### src/rtl/blkxfer_seq.sv
module blkxfer_seq #(
  parameter int AW   = 32,
  parameter int NREG = 16,
  parameter int STEP = 4
) (
  input  logic                    clk,
  input  logic                    rst_n,
  input  logic                    start,
  input  logic [AW-1:0]           base,
  input  logic [NREG-1:0]         sel,
  input  logic [1:0]              mode,
  input  logic                    wb_en,
  output logic                    busy,
  output logic                    xfer_valid,
  output logic [AW-1:0]           xfer_addr,
  output logic [$clog2(NREG)-1:0] xfer_reg,
  output logic                    done,
  output logic                    wb_valid,
  output logic [AW-1:0]           wb_addr
);
  localparam int IW = $clog2(NREG);
  localparam int CW = $clog2(NREG + 1);

  function automatic logic [CW-1:0] pop(input logic [NREG-1:0] m);
    pop = '0;
    for (int i = 0; i < NREG; i++) pop = pop + CW'(m[i]);
  endfunction

  function automatic logic [IW-1:0] low_idx(input logic [NREG-1:0] m);
    low_idx = '0;
    for (int i = NREG - 1; i >= 0; i--)
      if (m[i]) low_idx = IW'(i);
  endfunction

  logic            run_q, done_q, wbf_q;
  logic [NREG-1:0] rem_q;
  logic [AW-1:0]   cur_q, fin_q;

  logic [AW-1:0]   span, first, last_val;
  logic [NREG-1:0] rem_nxt;
  logic            take;

  assign span     = AW'(pop(sel)) * AW'(STEP);
  assign take     = start && !busy;
  assign rem_nxt  = rem_q & (rem_q - NREG'(1));
  assign last_val = mode[1] ? base - span : base + span;

  always_comb begin
    unique case (mode)
      2'd0: first = base;
      2'd1: first = base + AW'(STEP);
      2'd2: first = base - span + AW'(STEP);
      default: first = base - span;
    endcase
  end

  always_ff @(posedge clk or negedge rst_n) begin
    if (!rst_n) begin
      run_q  <= 1'b0;
      done_q <= 1'b0;
      wbf_q  <= 1'b0;
      rem_q  <= '0;
      cur_q  <= '0;
      fin_q  <= '0;
    end else if (take) begin
      run_q  <= |sel;
      done_q <= ~|sel;
      wbf_q  <= wb_en;
      rem_q  <= sel;
      cur_q  <= first;
      fin_q  <= last_val;
    end else if (run_q) begin
      rem_q  <= rem_nxt;
      cur_q  <= cur_q + AW'(STEP);
      if (rem_nxt == '0) begin
        run_q  <= 1'b0;
        done_q <= 1'b1;
      end
    end else begin
      done_q <= 1'b0;
    end
  end

  assign busy       = run_q | done_q;
  assign xfer_valid = run_q;
  assign xfer_addr  = cur_q;
  assign xfer_reg   = low_idx(rem_q);
  assign done       = done_q;
  assign wb_valid   = done_q & wbf_q;
  assign wb_addr    = fin_q;
endmodule

### config.mk
export PLATFORM = sky130hd
export DESIGN_NAME = blkxfer_seq
export DESIGN_NICKNAME = d
export VERILOG_FILES = /design/src/rtl/blkxfer_seq.sv
export SDC_FILE = /design/constraint.sdc
export NUM_CORES = 1
export LEC_CHECK = 0
export ABC_CLOCK_PERIOD_IN_PS = 3100
export CORE_MARGIN = 3
export CORE_UTILIZATION = 55
export CTS_CLUSTER_DIAMETER = 100
export DETAILED_ROUTE_END_ITERATION = 7
export GPL_TIMING_DRIVEN = 1
export PLACE_DENSITY = 0.8
export SLEW_MARGIN = 20
export SYNTH_ARGS = -nofsm -noshare
export SYNTH_HDL_FRONTEND = slang
export SYNTH_SLANG_ARGS = --single-unit
### constraint.sdc
create_clock -name clk -period 3.1 [get_ports clk]
set_clock_uncertainty 0.15 [all_clocks]
set_input_delay 0.62 -clock clk [delete_from_list [all_inputs] [get_ports clk]]
set_output_delay 0.62 -clock clk [all_outputs]
set_load 0.02 [all_outputs]
==> results of run 1 <==
-- cell families after synthesis --
logic type,after synthesis,synth area share [%]
AND/OR/NAND/NOR,433,27.00
AO/OA/AOI/OAI,292,22.97
buffers and inverters,129,6.116
XOR/XNOR,96,10.33
flip-flops,83,25.51
adder cells (fa/ha/maj),36,6.576
multiplexers,12,1.506
-- metrics by stage --
| stage | instances | setup TNS (ns) | hold WS (ns) |
|---|---|---|---|
| 2_1_floorplan | 1081 | -151.82 | 0.1744 |
| 3_3_place_gp | 1554 | -207.52 | 0.3014 |
| 3_5_place_dp | 1554 | -214.44 | 0.3243 |
| 4_1_cts | 1607 | -152.34 | 0.1011 |
-- repair_timing --
action | CTS
pin swaps | 82
cloned | 0
setup endpoints to repair | 62
setup buffers | 44
gates resized for setup | 219
-- layer usage --
| metal | track usage [%] | overflow |
|---|---|---|
| met4 | 74.59 | 14 |
| met1 | 78.58 | 0 |
| met2 | 89.97 | 4 |
| met3 | 63.54 | 0 |
| met5 | 40.56 | 0 |
==> metrics, run 1 <==
Cell variety after synth 73; Worst EP post-GRT repair xfer_addr[31]$_DFFE_PN0N_/D; Err [ERROR GRT-0232] Routing congestion too high. Check the congestion heatmap in the GUI.; Yosys reg bits 83; Synth Cell Area roughly 0.0081 mm^2; Clock Root Buffer clkbuf_16; Main synth FF type dfrtp_1; Synth area leaders dfrtp_1 (26%), nand2_1 (6.2%), o21ai_0 (5.4%), xnor2_1 (5.3%), xor2_1 (5.1%); H-Tree Depth 3; Yosys top cell area share 25.51%; Die H 127.7 um; largest area contributor in the netlist dfrtp_1; kind of the worst endpoint sequential cell input; EDFF count, synth 0; Avg Synthesized Cell Area 7.533 um^2; status aborted with a tool error; CTS Buf Count 9; GPL Wtd Cong 1.012; top post-synthesis cells by count nand2_1 (135), o21ai_0 (88), dfrtp_1 (83); # rows 43; post-DP HPWL 23790 um; pre-CTS setup slack -4.559 ns; Die Wd 127.7 um; Num Clock Sinks just over 80; largest net degree at the start of global routing 104; Synth Net Count 1169; hold buffer count at cts 0; Synth Instances 1081; io pins approximately 130; Syn. warnings 0; Seq/Total Area, Yosys 25.51%; Placed Area ~0.012 mm^2; clock buffer depth 2; Initial Util 57.33%; GR Overflow Total 18; Stop stage global routing (5_1_grt); top-count cell post-synth nand2_1; PortBufs about 130; Overall Global Routing Usage 76.99%; post-synthesis async set-or-reset flop share 100.0%
==> run 2: changes to the inputs <==
CORE_UTILIZATION = 40   (was 55)
CTS_CLUSTER_DIAMETER = not set   (was 100)
PLACE_DENSITY = not set   (was 0.8)
PLACE_DENSITY_LB_ADDON = 0.15   (was not set)
==> metrics, run 2 <==
largest net degree at the start of global routing 54; CTS tree yes; EDFF count, synth 0; commonest non-fill, non-tap cells in the layout buf_4 (242), nand2_1 (122), clkdlybuf4s50_1 (112); top post-synthesis cells by count nand2_1 (135), o21ai_0 (88), dfrtp_1 (83); Clock Root Buffer clkbuf_16; reg2reg setup slack 0.40 ns; via density per instance 5.658; first-pass GRT wire length about 50000 um; CP endpoint kind flip-flop; ant diodes 0; io pins 126; top-count cell post-synth nand2_1; Yosys reg bits 83; H-Tree Depth 3; hold buffer count at cts 0; leading cell type in the layout, fill and taps excluded buf_4; post-synthesis async set-or-reset flop share between 90% and 100%; Seq/Total Area, Yosys 25.51%; Yosys top cell area share 25.51%; worst r2r dst xfer_addr[23]; Via Count 9748; net count of the finished layout 1541; Final Max Tran Viols 0; largest area contributor in the netlist dfrtp_1; crit share post-route 216.1%; worst endpoint data arrival time 6.83 ns; fillers around 1.5k; First-pass DRT Iterations 5; setup ws final -3.600 ns; Die H 148.7 um; Synth Instances 1081; Rel. slew slack 47.58%; GR Overflow Total 0; PortBufs 125; Synth area leaders dfrtp_1 (26%), nand2_1 (6.2%), o21ai_0 (5.4%), xnor2_1 (5.3%), xor2_1 (5.1%); Synth Cell Area 0.008143 mm^2; final setup violation count 60; Initial Util 41.30%; Worst setup endpoint xfer_addr[31]; crit start category input pin; # rows 51; setup TNS -156.38 ns; WL/cell 19.57 um; Die Wd ~150 um; hold crit path type input pin to async pin; minimum clock period between 6 and 7 ns; layout cell share with drive strength beyond 1 39.71%; Syn. warnings 0; Avg Synthesized Cell Area 7.533 um^2; leakage 5.783 nW; multi-input logic area 0.007139 mm^2; fmax roughly 0.15 GHz; crit path kind input pin to flip-flop; CTS Buf Count 9; Clk pin slew, worst setup/hold paths 0.06 ns; GPL Wtd Cong 0.9183; R2R Path Start xfer_addr[4]; Die Area 0.02211 mm^2; Overall Global Routing Usage 28.82%; worst slew pin tran 0.7834 ns; core area 0.01972 mm^2; vias in the first global route 9264; CP dominant cell by count fa_2; Num Clock Sinks 83; post-DP HPWL 24390 um; Synth Net Count approximately 1.2k; Iteration-0 DRC Markers 625; # DRC 0; initial antenna violation count 0; Cell variety after synth 73; clock buffer depth 2; Worst-Skew Late Latency about 0.35 ns; Critical-path top delay cell fa_2; Crit Path Max Fanout 5; maxcap violations 0; PwrDens approximately 890 mW/mm^2; drt total wl 33720 um; Final Hold Viols 0; Worst EP required 3.23 ns; minimum hold slack ~0.11 ns; post-route ant nets 0; CP startpoint sel[14]; status finished with violations; failing checks negative setup slack; Main synth FF type dfrtp_1; pre-CTS setup slack -4.511 ns; register area 0.002077 mm^2; CP Cell Sequence clkdlybuf4s50_1, inv_2, fa_2, fa_2, fa_1, inv_2, ha_4, fa_2, xor2_4, ha_4, nor2b_4, o31a_1, nor4_4, or3b_4, xor2_4, or4_4, or3_4, or4_1, nand3_1; max incr delay on CP 0.57 ns; VDD IR-drop max 709.9 uV; worst-case reg-to-reg path depth 9; RSZ-0062 raised after global routing yes; area delta synth->final 71.00%
[run 2: cell counts after synthesis]
Identical to the previous run, type by type.
[run 2: cell families after synthesis]
logic type | synth area share, %
buffers and inverters | 6.116
AO/OA/AOI/OAI | 22.97
XOR/XNOR | 10.33
multiplexers | 1.506
adder cells (fa/ha/maj) | 6.576
AND/OR/NAND/NOR | 27.00
flip-flops | 25.51
[run 2: routing by layer]
layer,wire length (um),part of all wire (%),track usage [%]
met1,15590,46,43.24
met2,15420,46,44.69
met3,2076,6.2,3.291
met4,628,1.9,6.420
met5,0,0,0
[run 2: per-stage QoR]
stage               total power, W  utilization (%)  cells  area (um^2)
detailed placement        0.009209            60.73   1655        11970
global placement          0.009120            60.73   1655        11970
CTS                        0.01120            65.80   1690        12970
floorplan                 0.006269                -   1081         8742
global route               0.01315            70.62   1723        13920
finish                     0.01239            70.62   1723        13920
[run 2: worst min-delay path by stage]
stage             endpoint  slack [ns]
6_report       wb_addr[27]        0.11
5_1_grt        wb_addr[27]        0.16
4_1_cts        wb_addr[27]        0.13
3_5_place_dp         wbf_q        0.31
3_3_place_gp         wbf_q        0.30
2_1_floorplan         done        0.17
[run 2: layout make-up]
class / instances / area share (%)
Clock buffer: 12 / 1.770
Tap cell: 265 / 2.381
Inverter: 54 / 1.563
Multi-Input combinational cell: 869 / 51.27
Clock inverter: 4 / 0.1887
Sequential cell: 83 / 14.92
Timing Repair Buffer: 436 / 27.91
[run 2: repair_timing]
action / in CTS / in global routing
setup buffers: 21 / 44
endpoints found under the setup margin: 61 / 63
pin swaps: 60 / 111
resized for setup: 192 / 154
endpoints found under the hold margin: 0 / 0
[run 2: worst max-delay path, delay by kind of cell]
kind | cells | cell delay, ns
AND/OR/NAND/NOR | 7 | 2.35
adder cells (fa/ha/maj) | 6 | 2.46
AO/OA/AOI/OAI | 1 | 0.37
XOR/XNOR | 2 | 0.36
buffers and inverters | 3 | 0.66
[run 2: where the power goes]
group / switching (W) / leakage (nW) / internal, W
sequential: 0.000519 / 1.02 / 0.00160
combinational: 0.00466 / 4.63 / 0.00456
clock: 0.000485 / 0.133 / 0.000566
Power figures use the tool's default switching activity.
